--- src/rtl/alu_pkg.sv ---
package alu_pkg;

    typedef enum logic [2:0] {
        FN_RSV0 = 3'd0,
        FN_RSV1 = 3'd1,
        FN_SUB  = 3'd2,
        FN_ADD  = 3'd3,
        FN_XOR  = 3'd4,
        FN_OR   = 3'd5,
        FN_AND  = 3'd6,
        FN_RSV7 = 3'd7
    } alu_fn_e;

    typedef enum logic [1:0] {
        SEL_IR  = 2'b00,
        SEL_AND = 2'b01,
        SEL_SUB = 2'b10,
        SEL_ADD = 2'b11
    } alu_sel_e;

    typedef struct packed {
        logic z;
        logic s;
        logic v;
        logic c;
    } alu_flags_t;

endpackage

--- src/rtl/alu_func_decode.sv ---
module alu_func_decode
    import alu_pkg::*;
(
    input  logic [2:0] ir_func,
    input  logic [1:0] op_sel,
    input  logic       cin_sel,
    input  logic       carry_flag,
    output alu_fn_e    fn,
    output logic       is_arith,
    output logic       is_logic,
    output logic       is_sub,
    output logic       carry_in
);

    alu_sel_e sel;

    always_comb begin
        sel = alu_sel_e'(op_sel);
        unique case (sel)
            SEL_IR:  fn = alu_fn_e'(ir_func);
            SEL_AND: fn = FN_AND;
            SEL_SUB: fn = FN_SUB;
            SEL_ADD: fn = FN_ADD;
            default: fn = FN_RSV0;
        endcase
    end

    always_comb begin
        is_sub   = (fn == FN_SUB);
        is_arith = (fn == FN_SUB) || (fn == FN_ADD);
        is_logic = (fn == FN_XOR) || (fn == FN_OR) || (fn == FN_AND);
        if (cin_sel) begin
            carry_in = carry_flag;
        end else begin
            carry_in = is_sub;
        end
    end

    // a forced select always lands on one of the three forced operations
    always_comb begin
        if (op_sel != 2'b00) begin
            a_r1_forced_op: assert (fn == FN_AND || fn == FN_SUB || fn == FN_ADD)
                else $error("forced select produced function %0d", fn);
        end
    end

endmodule

--- src/rtl/alu_arith.sv ---
module alu_arith #(
    parameter int W = 16
) (
    input  logic [W-1:0] a,
    input  logic [W-1:0] b,
    input  logic         sub,
    input  logic         cin,
    output logic [W-1:0] sum,
    output logic         cout,
    output logic         ovf
);

    logic [W-1:0] b_eff;
    logic [W:0]   wide_sum;

    always_comb begin
        b_eff    = sub ? ~b : b;
        wide_sum = {1'b0, a} + {1'b0, b_eff} + {{W{1'b0}}, cin};
        sum      = wide_sum[W-1:0];
        cout     = wide_sum[W];
        ovf      = (a[W-1] == b_eff[W-1]) && (sum[W-1] != a[W-1]);
    end

endmodule

--- src/rtl/alu_logic_unit.sv ---
module alu_logic_unit
    import alu_pkg::*;
#(
    parameter int W = 16
) (
    input  logic [W-1:0] a,
    input  logic [W-1:0] b,
    input  alu_fn_e      fn,
    output logic [W-1:0] y
);

    always_comb begin
        unique case (fn)
            FN_XOR:  y = a ^ b;
            FN_OR:   y = a | b;
            FN_AND:  y = a & b;
            default: y = '0;
        endcase
    end

endmodule

--- src/rtl/alu_dualwidth.sv ---
module alu_dualwidth
    import alu_pkg::*;
#(
    parameter int DATA_W   = 16,
    parameter int NARROW_W = 8,
    parameter int FUNC_W   = 3
) (
    input  logic [DATA_W-1:0] opnd_l,
    input  logic [DATA_W-1:0] opnd_r,
    input  logic [FUNC_W-1:0] ir_func,
    input  logic [1:0]        op_sel,
    input  logic              cin_sel,
    input  logic              wide,
    input  logic              carry_flag,
    output logic [DATA_W-1:0] result,
    output logic              flag_z,
    output logic              flag_s,
    output logic              flag_v,
    output logic              flag_c
);

    localparam int EXT_W = DATA_W - NARROW_W;

    alu_fn_e fn;
    logic    is_arith;
    logic    is_logic;
    logic    is_sub;
    logic    carry_in;

    alu_func_decode u_decode (
        .ir_func    (ir_func),
        .op_sel     (op_sel),
        .cin_sel    (cin_sel),
        .carry_flag (carry_flag),
        .fn         (fn),
        .is_arith   (is_arith),
        .is_logic   (is_logic),
        .is_sub     (is_sub),
        .carry_in   (carry_in)
    );

    // One adder per supported width, so carry and overflow come straight
    // from the active width's top bit.
    logic [DATA_W-1:0]   sum_w;
    logic [NARROW_W-1:0] sum_n;
    logic                cout_w, cout_n, ovf_w, ovf_n;

    generate
        if (NARROW_W < DATA_W) begin : g_two_adders
            alu_arith #(.W(DATA_W)) u_add_wide (
                .a    (opnd_l),
                .b    (opnd_r),
                .sub  (is_sub),
                .cin  (carry_in),
                .sum  (sum_w),
                .cout (cout_w),
                .ovf  (ovf_w)
            );
            alu_arith #(.W(NARROW_W)) u_add_narrow (
                .a    (opnd_l[NARROW_W-1:0]),
                .b    (opnd_r[NARROW_W-1:0]),
                .sub  (is_sub),
                .cin  (carry_in),
                .sum  (sum_n),
                .cout (cout_n),
                .ovf  (ovf_n)
            );
        end else begin : g_bad_widths
            initial $error("NARROW_W must be smaller than DATA_W");
            assign sum_w  = '0;
            assign sum_n  = '0;
            assign cout_w = 1'b0;
            assign cout_n = 1'b0;
            assign ovf_w  = 1'b0;
            assign ovf_n  = 1'b0;
        end
    endgenerate

    logic [DATA_W-1:0] logic_y;

    alu_logic_unit #(.W(DATA_W)) u_logic (
        .a  (opnd_l),
        .b  (opnd_r),
        .fn (fn),
        .y  (logic_y)
    );

    function automatic logic [DATA_W-1:0] sext_narrow(input logic [NARROW_W-1:0] x);
        return {{EXT_W{x[NARROW_W-1]}}, x};
    endfunction

    logic [DATA_W-1:0] res_pre;
    alu_flags_t        fl;

    always_comb begin
        res_pre = '0;
        fl      = '0;
        if (is_arith) begin
            res_pre = wide ? sum_w  : sext_narrow(sum_n);
            fl.c    = wide ? cout_w : cout_n;
            fl.v    = wide ? ovf_w  : ovf_n;
        end else if (is_logic) begin
            res_pre = wide ? logic_y : sext_narrow(logic_y[NARROW_W-1:0]);
        end
        fl.z = (res_pre == '0);
        fl.s = res_pre[DATA_W-1];
    end

    assign result = res_pre;
    assign flag_z = fl.z;
    assign flag_s = fl.s;
    assign flag_v = fl.v;
    assign flag_c = fl.c;

    always_comb begin
        if (!wide) begin
            a_r7_sign_ext: assert (result[DATA_W-1:NARROW_W] == {EXT_W{result[NARROW_W-1]}})
                else $error("upper result byte is not a sign extension");
        end
        if (is_logic) begin
            a_r5_logic_no_vc: assert (!flag_v && !flag_c)
                else $error("logic operation left V or C set");
        end
        if (!is_arith && !is_logic) begin
            a_r8_unused_zero: assert (result == '0 && flag_z && !flag_s && !flag_v && !flag_c)
                else $error("unused function code gave a nonzero outcome");
        end
        a_r6_zero_flag: assert (flag_z == (result == '0))
            else $error("zero flag disagrees with result");
        a_r6_sign_flag: assert (flag_s == result[DATA_W-1])
            else $error("sign flag disagrees with result");
    end

endmodule

--- config.mk ---
export PLATFORM = sky130hd
export DESIGN_NAME = alu_dualwidth
export DESIGN_NICKNAME = d
export VERILOG_FILES = /design/src/rtl/alu_pkg.sv /design/src/rtl/alu_func_decode.sv /design/src/rtl/alu_arith.sv /design/src/rtl/alu_logic_unit.sv /design/src/rtl/alu_dualwidth.sv
export SDC_FILE = /design/constraint.sdc
export NUM_CORES = 1
export LEC_CHECK = 0
export ABC_AREA = 1
export BUFFER_PORTS_ARGS = -buffer_cell sky130_fd_sc_hd__buf_2
export CORE_ASPECT_RATIO = 0.6
export CORE_MARGIN = 2
export CORE_UTILIZATION = 50
export DETAILED_ROUTE_END_ITERATION = 10
export GPL_TIMING_DRIVEN = 1
export PLACE_DENSITY_LB_ADDON = 0.3
export SYNTH_ARGS = -nofsm -noshare
export SYNTH_HDL_FRONTEND = slang
export SYNTH_SLANG_ARGS = --single-unit
export TNS_END_PERCENT = 5
--- constraint.sdc ---
create_clock -name vclk -period 14
set_input_delay 2.8 -clock vclk [all_inputs]
set_output_delay 2.8 -clock vclk [all_outputs]
set_load 0.1 [all_outputs]
==> results of run 1 <==
[per-stage QoR]
step / cell area (µm²) / hold slack, ns / cells / power (W) / util (%)
6_report: 2859 / 6.211 / 568 / 0.0002479 / 57.41
5_1_grt: 2859 / 6.248 / 568 / 0.0002694 / 57.41
4_1_cts: 2859 / 6.210 / 568 / 0.0002453 / 57.41
3_5_place_dp: 2859 / 6.205 / 568 / 0.0002444 / 57.41
3_3_place_gp: 2859 / 6.208 / 568 / 0.0002425 / 57.41
2_1_floorplan: 2547 / 6.120 / 449 / 0.0001988 / -
[cell usage after synthesis]
cell / n / area (µm²)
sky130_fd_sc_hd__nor3_2: 1 / 10.01
sky130_fd_sc_hd__a21oi_4: 1 / 16.27
sky130_fd_sc_hd__xor2_1: 16 / 140.1
sky130_fd_sc_hd__nor2_2: 4 / 25.02
sky130_fd_sc_hd__nor3b_1: 1 / 7.510
sky130_fd_sc_hd__nand4_1: 3 / 18.77
sky130_fd_sc_hd__ha_1: 48 / 600.6
sky130_fd_sc_hd__inv_1: 96 / 360.4
sky130_fd_sc_hd__a21oi_1: 15 / 75.07
sky130_fd_sc_hd__nand2_2: 13 / 81.33
sky130_fd_sc_hd__inv_4: 1 / 6.260
sky130_fd_sc_hd__nand2_1: 116 / 435.4
sky130_fd_sc_hd__and2_1: 2 / 12.51
sky130_fd_sc_hd__nand3b_1: 9 / 67.56
sky130_fd_sc_hd__fa_1: 2 / 40.04
sky130_fd_sc_hd__buf_4: 2 / 15.01
sky130_fd_sc_hd__nand3_2: 1 / 10.01
sky130_fd_sc_hd__o211ai_1: 5 / 37.54
sky130_fd_sc_hd__o21ai_0: 4 / 20.02
sky130_fd_sc_hd__a21oi_2: 1 / 8.760
sky130_fd_sc_hd__nand3_1: 55 / 275.3
sky130_fd_sc_hd__nor2_1: 34 / 127.6
sky130_fd_sc_hd__nor2_4: 2 / 22.52
sky130_fd_sc_hd__buf_6: 5 / 56.30
sky130_fd_sc_hd__nand2_4: 2 / 22.52
sky130_fd_sc_hd__a21o_1: 1 / 7.510
sky130_fd_sc_hd__o21ai_1: 3 / 15.01
sky130_fd_sc_hd__o31ai_1: 1 / 7.510
sky130_fd_sc_hd__o22ai_1: 2 / 12.51
sky130_fd_sc_hd__inv_2: 2 / 7.510
sky130_fd_sc_hd__nor3_1: 1 / 5.000
[area by class of cell]
| cell class | instances | area (µm²) |
|---|---|---|
| Fill cell | 537 | 2121 |
| Inverter | 99 | 374.1 |
| Multi-Input combinational cell | 343 | 2102 |
| Tap cell | 66 | 82.58 |
| Timing Repair Buffer | 60 | 300.3 |
[final timing paths]
check	to	slack (ns)
setup / recovery	flag_z	4.33
hold / removal	flag_v	6.21
[kinds of logic after synthesis]
group / after synthesis / share of synthesized area (%)
buffers and inverters: 106 / 17.49
adder cells (fa/ha/maj): 50 / 25.15
XOR/XNOR: 16 / 5.501
AO/OA/AOI/OAI: 33 / 7.859
AND/OR/NAND/NOR: 244 / 44.01
[metal layers]
layer	vias to the layer above	wire, µm	track usage, %
met4	0	0	1.224
met1	1274	3630	43.60
li1	1510	-	-
met5	-	0	0
met2	113	2714	36.51
met3	0	728	1.781
[power groups by stage]
stage | clock network (W) | logic, W | registers [W]
6_report | 0 | 0.000248 | 0
5_1_grt | 0 | 0.000269 | 0
4_1_cts | 0 | 0.000245 | 0
3_5_place_dp | 0 | 0.000244 | 0
3_3_place_gp | 0 | 0.000242 | 0
2_1_floorplan | 0 | 0.000199 | 0
[critical path, cell delays in order]
cell and delay (ns):
sky130_fd_sc_hd__buf_2 0.13, sky130_fd_sc_hd__o21ai_1 0.25, sky130_fd_sc_hd__nand2_2 0.17, sky130_fd_sc_hd__nor2_2 0.85, sky130_fd_sc_hd__xor2_1 0.20, sky130_fd_sc_hd__fa_1 0.53
sky130_fd_sc_hd__fa_1 0.40, sky130_fd_sc_hd__nand2_1 0.08, sky130_fd_sc_hd__nand2_1 0.11, sky130_fd_sc_hd__a21o_1 0.17, sky130_fd_sc_hd__nand2_1 0.05, sky130_fd_sc_hd__nor2_1 0.04
sky130_fd_sc_hd__nor2_1 0.14, sky130_fd_sc_hd__nand2_1 0.06, sky130_fd_sc_hd__nor2_1 0.08, sky130_fd_sc_hd__nand3_1 0.08, sky130_fd_sc_hd__nor2_1 0.13, sky130_fd_sc_hd__nand3_1 0.08
sky130_fd_sc_hd__nor2_1 0.08, sky130_fd_sc_hd__buf_2 0.42
==> summary.md, run 1 <==
| Metric | Value |
|---|---|
| Run status | finished, final reports clean |
| Number of antenna violations at the first check in global routing | 0 |
| Fraction of layout cells with a size suffix above 1 | 17.53% |
| DRC violations left | 0 |
| Floorplan die height | 59.29 µm |
| Warnings from Yosys | 0 |
| Most frequent cells in the layout | sky130_fd_sc_hd__nand2_1, sky130_fd_sc_hd__inv_1, sky130_fd_sc_hd__buf_2 |
| Initial core utilization | 51.16% |
| Post-synth net total | 539 |
| Fmax | 0.1034 GHz |
| Wire length after detailed routing | 7.073 mm |
| Fin. max-slew vios | 0 |
| Type of origin of the critical path | primary input |
| Worst Setup Slack post-DPL | 4.329 ns |
| Floorplan die width | 96.15 µm |
| Type of the tightest min-delay check | in -> out |
| WL per Instance | 12.45 µm |
| Via-to-Cell Ratio | 5.100 |
| CP max FO | 16 |
| # clk buffers | 0 |
| Internal portion of total power | 0.00005868 W |
| Largest net degree at the start of global routing | 18 |
| Remaining max-slew budget at the tightest pin | 27.79% |
| Area enclosed by the die boundary | 5701 µm² |
| Seq Cell Count | 0 |
| Area used by sequential logic in the layout | 0 µm² |
| Ant diodes | 0 |
| Switching pwr | 0.0001892 W |
| Share of the yosys chip area belonging to registers | 0% |
| Placeable Area | 4980 µm² |
| Iteration count of the initial detailed-routing pass | 6 |
| Syn avg cell area | 5.674 µm² |
| Cts-stage hold buffer count | 0 |
| Min Tclk post-route | 9.670 ns |
| Pwr per Cell Area | 86.71 nW/µm² |
| Global Route Usage Sum | 25.89% |
| # rows | 20 |
| Count of maximum capacitance violations | 0 |
| Switching share of power | 76.33% |
| Peak VDD IR | 0.05168 mV |
| Routed via count | 2897 |
| P&R area growth vs syn | 12.23% |
| Final critical-path share of the clock period | 69.07% |
| Final weighted congestion in routability-driven placement | 0.9666 |
| Setup repair after global routing missed its margin | false |
| Critical path start-end classification | in -> out |
| Share of total power in combinational logic | 100.0% |
| Number of buffers inserted by port buffering | 60 |
| Post-Route Setup TNS | 0 ns |
| HPWL after DPL | 6.016 mm |
| Hold Startpoint | opnd_l[15] |
| DRC violation total after the first TritonRoute iteration | 272 |
| Synth Instances | 449 |
| Leftover overflow at the end of global routing | 0 |
| Final setup fails | 0 |
| Number of gates given a new drive strength after cts | 0 |
| Static Leak | 1.878 nW |
| I/O pin cnt | 60 |
| Startpoint of the worst setup timing path | op_sel[0] |
| Netlist cell types | 31 |
| Wire length of the first global-routing pass | 11.70 mm |
| Number of global-route vias before repair | 2515 |
| Remaining antenna violation count | 0 |
| Actual transition at the worst max-transition pin | 1.082 ns |
| Relative contribution of the clock network to total power | 0% |
| Count of cells along the worst hold path | 5 |
| Most common library cell in the layout ignoring fill and taps | sky130_fd_sc_hd__nand2_1 |
| Number of nets in the final layout | 594 |
| Part of the power in registers | 0% |
| Mapped Area | 2547 µm² |
| Nature of the critical path endpoint | output pin |
| Worst path arrival time | 6.87 ns |
| Number of setup buffers added after CTS | 0 |
| Slack of the critical path | 4.330 ns |
| WP data required | 11.20 ns |
| Hold Violations, Final | 0 |
Note: power is estimated with default switching activity, not from simulation.
==> run 2, diff against run 1 <==
--- a/config.mk
+++ b/config.mk
@@ -5,7 +5,7 @@
 export SDC_FILE = /design/constraint.sdc
 export NUM_CORES = 1
 export LEC_CHECK = 0
-export ABC_AREA = 1
+export ABC_AREA = 0
 export BUFFER_PORTS_ARGS = -buffer_cell sky130_fd_sc_hd__buf_2
 export CORE_ASPECT_RATIO = 0.6
 export CORE_MARGIN = 2
==> constraint.sdc (replaced) <==
create_clock -name vclk -period 8.85
set_input_delay 1.77 -clock vclk [all_inputs]
set_output_delay 1.77 -clock vclk [all_outputs]
set_load 0.1 [all_outputs]
==> run 2 against run 1 <==
  * Routed wire length decreased by 16%
  * Global-route usage shrank 2.1 points
  * Largest power group unchanged
  * Cell count is 29% lower
  * Combinational power rose by 42%
  * Worst hold slack lost 2.1 ns
==> summary.md, run 2 <==
| Metric | Value |
|---|---|
| Final critical-path share of the clock period | 88.63% |
| Fmax | 0.1275 GHz |
| I/O pin cnt | 60 (unchanged) |
| Initial core utilization | 52.58% (+1.4 points) |
| Number of nets in the final layout | 433 (-27%) |
| Min Tclk post-route | 7.843 ns |
| Syn avg cell area | 7.555 µm² (+33%) |
| Final non-filler cell total | 401 (-29%) |
| Warnings from Yosys | 0 (unchanged) |
| Number of antenna violations at the first check in global routing | 0 (unchanged) |
| Share of the yosys chip area belonging to registers | 0% (unchanged) |
| Wire length after detailed routing | 5.941 mm (-16%) |
| WL per Instance | 14.82 µm (+19%) |
| # rows | 18 (-10%) |
| Post-Route Setup TNS | 0 ns (unchanged) |
| Peak VDD IR | 0.08357 mV (+62%) |
| Netlist cell types | 62 (+100%) |
| Iteration count of the initial detailed-routing pass | 4 (-2) |
| WP data required | 7.08 ns (-4.12 ns) |
| Worst hold margin | 4.140 ns (-2.070 ns) |
| Run status | finished, final reports clean |
| Routed via count | 2268 (-22%) |
| P&R area growth vs syn | 15.71% |
| Ant diodes | 0 (unchanged) |
| Nature of the critical path endpoint | output pin |
| Highest signal layer in the routed design | met3 |
| Area enclosed by the die boundary | 4945 µm² (-13%) |
| Hold Violations, Final | 0 (unchanged) |
| Count of maximum capacitance violations | 0 (unchanged) |
| Fin. max-slew vios | 0 (unchanged) |
| DRC violations left | 0 (unchanged) |
| Leftover overflow at the end of global routing | 0 (unchanged) |
| # clk buffers | 0 (unchanged) |
| Synth top area share | 27.41% (+3.8 points) |
| Placeable Area | 4167 µm² (-16%) |
| Synth Instances | 290 (-35%) |
| Largest net degree at the start of global routing | 30 (+12) |
| Parity-gate share of the synthesized area counting xor and xnor cells | 11.19% (+5.7 points) |
| Worst Setup Slack post-DPL | 1.021 ns (-3.309 ns) |
| Critical path start-end classification | in -> out |
| Adder and majority gate portion of the synthesized area | 29.24% (+4.1 points) |
| Area used by sequential logic in the layout | 0 µm² (unchanged) |
| DRC violation total after the first TritonRoute iteration | 138 (-49%) |
| Final setup fails | 0 (unchanged) |
| Largest area contributor in the synthesized netlist | sky130_fd_sc_hd__ha_1 |
| Number of gates given a new drive strength after cts | 0 (unchanged) |
| CP max FO | 29 (+13) |
| Worst path arrival time | 6.07 ns (-0.80 ns) |
| Setup repair after global routing missed its margin | false |
| Share of cell area taken by muxes after synthesis | 2.741% (+2.7 points) |
| Commonest cells in the synthesized netlist | sky130_fd_sc_hd__ha_1, sky130_fd_sc_hd__inv_1, sky130_fd_sc_hd__xnor2_1, sky130_fd_sc_hd__a21oi_1, sky130_fd_sc_hd__nor2_1 |
| Total power | 0.0003509 W (+42%) |
| Global Route Usage Sum | 23.78% (-2.1 points) |
| Wire length of the first global-routing pass | 9.666 mm (-17%) |
| Most common library cell in the layout ignoring fill and taps | sky130_fd_sc_hd__buf_2 |
| Met1 routed wirelength after detailed routing | 3.084 mm (-15%) |
| Number of buffers inserted by port buffering | 60 (unchanged) |
| Type of origin of the critical path | primary input |
| Remaining antenna violation count | 0 (unchanged) |
| Main area contributors after synthesis | sky130_fd_sc_hd__ha_1, sky130_fd_sc_hd__xnor2_1, sky130_fd_sc_hd__inv_1 |
| Type of the tightest min-delay check | in -> out |
| Simple-gate portion of the synthesized area | 17.13% (-27 points) |
| Startpoint of the worst setup timing path | ir_func[0] |
| Post-synth net total | 380 (-29%) |
| Fraction of layout cells with a size suffix above 1 | 25.81% (+8.3 points) |
| Fraction of the mapped netlist area in compound gates | 28.78% (+21 points) |
| Seq Cell Count | 0 (unchanged) |
| Static Leak | 1.305 nW (-31%) |
| DP Cell Count | 401 (-29%) |
| Via-to-Cell Ratio | 5.656 (+11%) |
| Number of setup buffers added after CTS | 0 (unchanged) |
| Actual transition at the worst max-transition pin | 1.081 ns (-0.001303 ns) |
| HPWL after DPL | 4.878 mm (-19%) |
| Worst setup path end | flag_z |
| Largest family of logic cells by synthesized area | adder cells |
| Mapped Area | 2191 µm² (-14%) |
| Cts-stage hold buffer count | 0 (unchanged) |
| Pwr per Cell Area | 138.4 nW/µm² (+60%) |
| Floorplan die width | 89.46 µm (-7.0%) |
| Sum of met2 wire segment lengths after detailed routing | 2.306 mm (-15%) |
| Slack of the critical path | 1.007 ns (-3.323 ns) |
| Most frequent cells in the layout | sky130_fd_sc_hd__buf_2, sky130_fd_sc_hd__ha_1, sky130_fd_sc_hd__inv_1 |
| Floorplan die height | 55.28 µm (-6.8%) |
| Remaining max-slew budget at the tightest pin | 27.77% (about the same) |
| Number of global-route vias before repair | 1989 (-21%) |
| Most common cell in the netlist | sky130_fd_sc_hd__ha_1 |
| Detail Route met3 WL | 550 µm (-24%) |
| Final weighted congestion in routability-driven placement | 0.9428 (-2.5%) |
==> run 2: cell count changes after synthesis, sizes merged, moves of 7 or more <==
cell,change
inv,-55
a31oi,+9
o21ai,+7
xnor2,+23
nor2,-24
nand3,-53
a21o,+7
a211oi,+8
nand2,-116
nand3b,-7
xor2,-11
==> run 2: area by class of cell <==
class	instances	area [µm²]
fillers	415	1632
inverters	44	165.2
multi-input cells	235	1979
well taps	60	75.07
repair buffers	62	315.3
==> run 2: layer usage <==
metal	track usage [%]	vias to the layer above
met3	3.587	0
met2	33.76	108
met5	0	-
met1	39.04	1020
met4	0.8529	0
li1	-	1140
==> run 2: worst min-delay path by stage <==
stage,from,cells after the start,endpoint
global route,opnd_l[15],4,flag_v
global placement,opnd_l[15],4,flag_v
detailed placement,opnd_l[15],4,flag_v
floorplan,wide,4,flag_z
finish,opnd_l[15],4,flag_v
CTS,opnd_l[15],4,flag_v
==> run 2: worst max-delay path, stage by stage <==
cell	delay (ns)
sky130_fd_sc_hd__buf_2	0.46
sky130_fd_sc_hd__nor3b_1	0.12
sky130_fd_sc_hd__o21ai_2	0.15
sky130_fd_sc_hd__buf_4	0.31
sky130_fd_sc_hd__xnor2_1	0.13
sky130_fd_sc_hd__fa_1	0.44
sky130_fd_sc_hd__fa_1	0.45
sky130_fd_sc_hd__a211oi_2	0.22
sky130_fd_sc_hd__o21ai_2	0.12
sky130_fd_sc_hd__a311oi_2	0.34
sky130_fd_sc_hd__o21ai_1	0.15
sky130_fd_sc_hd__xnor2_1	0.16
sky130_fd_sc_hd__a211o_4	0.32
sky130_fd_sc_hd__a211o_2	0.27
sky130_fd_sc_hd__nor4_2	0.18
sky130_fd_sc_hd__buf_2	0.46
==> run 2: power breakdown <==
part	switching, W	internal (W)
clock network	0	0
logic	0.000257	0.0000935
registers	0	0
total	0.000257	0.0000935
==> run 2: kinds of logic after synthesis <==
| kind of cell | Yosys count |
|---|---|
| buf+inv | 55 |
| fa+ha+maj | 50 |
| mux | 6 |
| simple gates | 64 |
| compound gates | 87 |
| xor+xnor | 28 |
==> run 2: stage by stage <==
stage	instance area, µm²	utilization [%]
after floorplan	2227	-
final	2535	60.84
after detailed placement	2535	60.84
after global placement	2535	60.84
after CTS	2535	60.84
after global routing	2535	60.84
==> run 3, diff against run 2 <==
--- a/config.mk
+++ b/config.mk
@@ -6,7 +6,7 @@
 export NUM_CORES = 1
 export LEC_CHECK = 0
 export ABC_AREA = 0
-export BUFFER_PORTS_ARGS = -buffer_cell sky130_fd_sc_hd__buf_2
+export BUFFER_PORTS_ARGS = -buffer_cell sky130_fd_sc_hd__buf_4
 export CORE_ASPECT_RATIO = 0.6
 export CORE_MARGIN = 2
 export CORE_UTILIZATION = 50
==> run 3 against run 2 <==
  * Worst hold slack got worse by 0.082 ns
  * Flip-flop and latch count is the same
  * Core utilization rose by 3.7 points
  * Combinational power grew 5%
  * Cell count stayed put
  * Count of clock-buffer cells in the layout did not move
  * Routed wire length barely moved
  * Sequential share of layout area stayed put
  * Critical path type unchanged
  * Critical endpoint unchanged
==> summary.md, run 3 (synthesis results as in run 2) <==
| Metric | Value |
|---|---|
| Most frequent cells in the layout | sky130_fd_sc_hd__buf_4, sky130_fd_sc_hd__ha_1, sky130_fd_sc_hd__inv_1 |
| Internal portion of total power | 0.0001095 W (+17%) |
| Number of global-route vias before repair | 1952 (-1.9%) |
| Min Tclk post-route | 7.533 ns (-0.3101 ns) |
| Area enclosed by the die boundary | 4945 µm² (unchanged) |
| Worst path arrival time | 5.76 ns (-0.31 ns) |
| Number of nets in the final layout | 433 (unchanged) |
| Number of setup buffers added after CTS | 0 (unchanged) |
| Wire length of the first global-routing pass | 9.501 mm (-1.7%) |
| Number of inserted filler cells in the final layout | 390 (-6.0%) |
| Ant diodes | 0 (unchanged) |
| Part of the power in registers | 0% (unchanged) |
| Remaining max-slew budget at the tightest pin | 33.82% (+6.1 points) |
| Nature of the critical path endpoint | output pin |
| Post-Route Setup TNS | 0 ns (unchanged) |
| Global Route Usage Sum | 23.42% (-0.36 points) |
| Seq Cell Count | 0 (unchanged) |
| WP data required | 7.08 ns (about the same) |
| Via-to-Cell Ratio | 5.656 (unchanged) |
| Run status | finished, final reports clean |
| Area used by sequential logic in the layout | 0 µm² (unchanged) |
| Placeable Area | 4167 µm² (unchanged) |
| Worst Hold Endpoint | flag_c |
| Relative contribution of the clock network to total power | 0% (unchanged) |
| Peak VDD IR | 0.09757 mV (+17%) |
| Count of cells along the worst hold path | 3 (-1) |
| Final setup fails | 0 (unchanged) |
| Iteration count of the initial detailed-routing pass | 5 (+1) |
| Wire length after detailed routing | 5.939 mm (about the same) |
| HPWL after DPL | 4.827 mm (-1.0%) |
| CP max FO | 29 (unchanged) |
| Leftover overflow at the end of global routing | 0 (unchanged) |
| Final weighted congestion in routability-driven placement | 0.9200 (-2.4%) |
| Switching pwr | 0.0002581 W (+0.29%) |
| P&R area growth vs syn | 22.73% |
| Floorplan die width | 89.46 µm (unchanged) |
| Final non-filler cell total | 401 (unchanged) |
| Most common library cell in the layout ignoring fill and taps | sky130_fd_sc_hd__buf_4 |
| Setup repair after global routing missed its margin | false |
| Slack of the critical path | 1.317 ns (+0.3101 ns) |
| # clk buffers | 0 (unchanged) |
| I/O pin cnt | 60 (unchanged) |
| Number of antenna violations at the first check in global routing | 0 (unchanged) |
| WL per Instance | 14.81 µm (about the same) |
| Hold Startpoint | wide |
| Static Leak | 1.353 nW (+3.7%) |
| Cts-stage hold buffer count | 0 (unchanged) |
| Final critical-path share of the clock period | 85.12% (-3.5 points) |
| Critical path start-end classification | in -> out |
| Count of maximum capacitance violations | 0 (unchanged) |
| # rows | 18 (unchanged) |
| Initial core utilization | 52.58% (unchanged) |
| Share of total power in combinational logic | 100.0% (about the same) |
| Area taken by multi-input logic gates | 1983 µm² (+0.19%) |
| Worst Setup Slack post-DPL | 1.330 ns (+0.3097 ns) |
| Type of origin of the critical path | primary input |
| Type of the tightest min-delay check | in -> out |
| Fmax | 0.1327 GHz (+4.1%) |
| Floorplan die height | 55.28 µm (unchanged) |
| DRC violation total after the first TritonRoute iteration | 180 (+30%) |
| Pwr per Cell Area | 136.7 nW/µm² (-1.2%) |
| Number of buffers inserted by port buffering | 60 (unchanged) |
| DP Cell Count | 401 (unchanged) |
| Fraction of layout cells with a size suffix above 1 | 26.10% (+0.29 points) |
| Largest net degree at the start of global routing | 30 (unchanged) |
| Actual transition at the worst max-transition pin | 0.9928 ns (-0.08794 ns) |
| Routed via count | 2268 (unchanged) |
| Switching share of power | 70.22% (-3.1 points) |
| Remaining antenna violation count | 0 (unchanged) |
| Hold Violations, Final | 0 (unchanged) |
| DRC violations left | 0 (unchanged) |
| Number of gates given a new drive strength after cts | 0 (unchanged) |
| Fin. max-slew vios | 0 (unchanged) |
run 3: cell counts in the layout (fill, tap and decap cells not counted):
No cell type changed its count.
run 3: worst max-delay path by stage:
stage / from / to / depth (start not counted)
final: ir_func[0] / flag_z / 16
after floorplan: ir_func[0] / flag_z / 16
after detailed placement: ir_func[0] / flag_z / 16
after CTS: ir_func[0] / flag_z / 16
after global placement: ir_func[0] / flag_z / 16
after global routing: ir_func[0] / flag_z / 16
run 3: final cells by class:
type	count	area share [%]
Multi-Input combinational cell	235	73.76
Inverter	44	6.142
Tap cell	60	2.792
Timing Repair Buffer	62	17.31
run 3: power groups by stage:
stage	sequential, W	combinational (W)	clock [W]
6_report	0	0.000368	0
2_1_floorplan	0	0.000288	0
5_1_grt	0	0.000390	0
4_1_cts	0	0.000366	0
3_3_place_gp	0	0.000360	0
3_5_place_dp	0	0.000364	0
run 3: metrics by stage:
step	area (µm²)	utilization, %	hold slack, ns	total power (W)
global route	2689	64.53	4.073	0.0003902
finish	2689	64.53	4.059	0.0003676
global placement	2689	64.53	4.059	0.0003604
detailed placement	2689	64.53	4.052	0.0003636
CTS	2689	64.53	4.052	0.0003655
floorplan	2227	-	3.990	0.0002877
run 3: layer usage:
layer	GRT usage, %	wire, µm	vias up
li1	-	-	1143
met1	41.25	3192	1046
met2	32.17	2379	79
met3	0.8969	366	0
met4	0.2132	0	0
met5	0	0	-
run 3: worst max-delay path: stages:
cell                       delay (ns)
sky130_fd_sc_hd__buf_4           0.22
sky130_fd_sc_hd__nor3b_1         0.28
sky130_fd_sc_hd__o21ai_2         0.09
sky130_fd_sc_hd__buf_4           0.23
sky130_fd_sc_hd__xnor2_1         0.18
sky130_fd_sc_hd__fa_1            0.44
sky130_fd_sc_hd__fa_1            0.45
sky130_fd_sc_hd__a211oi_2        0.22
sky130_fd_sc_hd__o21ai_2         0.12
sky130_fd_sc_hd__a311oi_2        0.32
sky130_fd_sc_hd__o21ai_1         0.15
sky130_fd_sc_hd__xnor2_1         0.16
sky130_fd_sc_hd__a211o_4         0.33
sky130_fd_sc_hd__a211o_2         0.27
sky130_fd_sc_hd__nor4_2          0.20
sky130_fd_sc_hd__buf_4           0.33
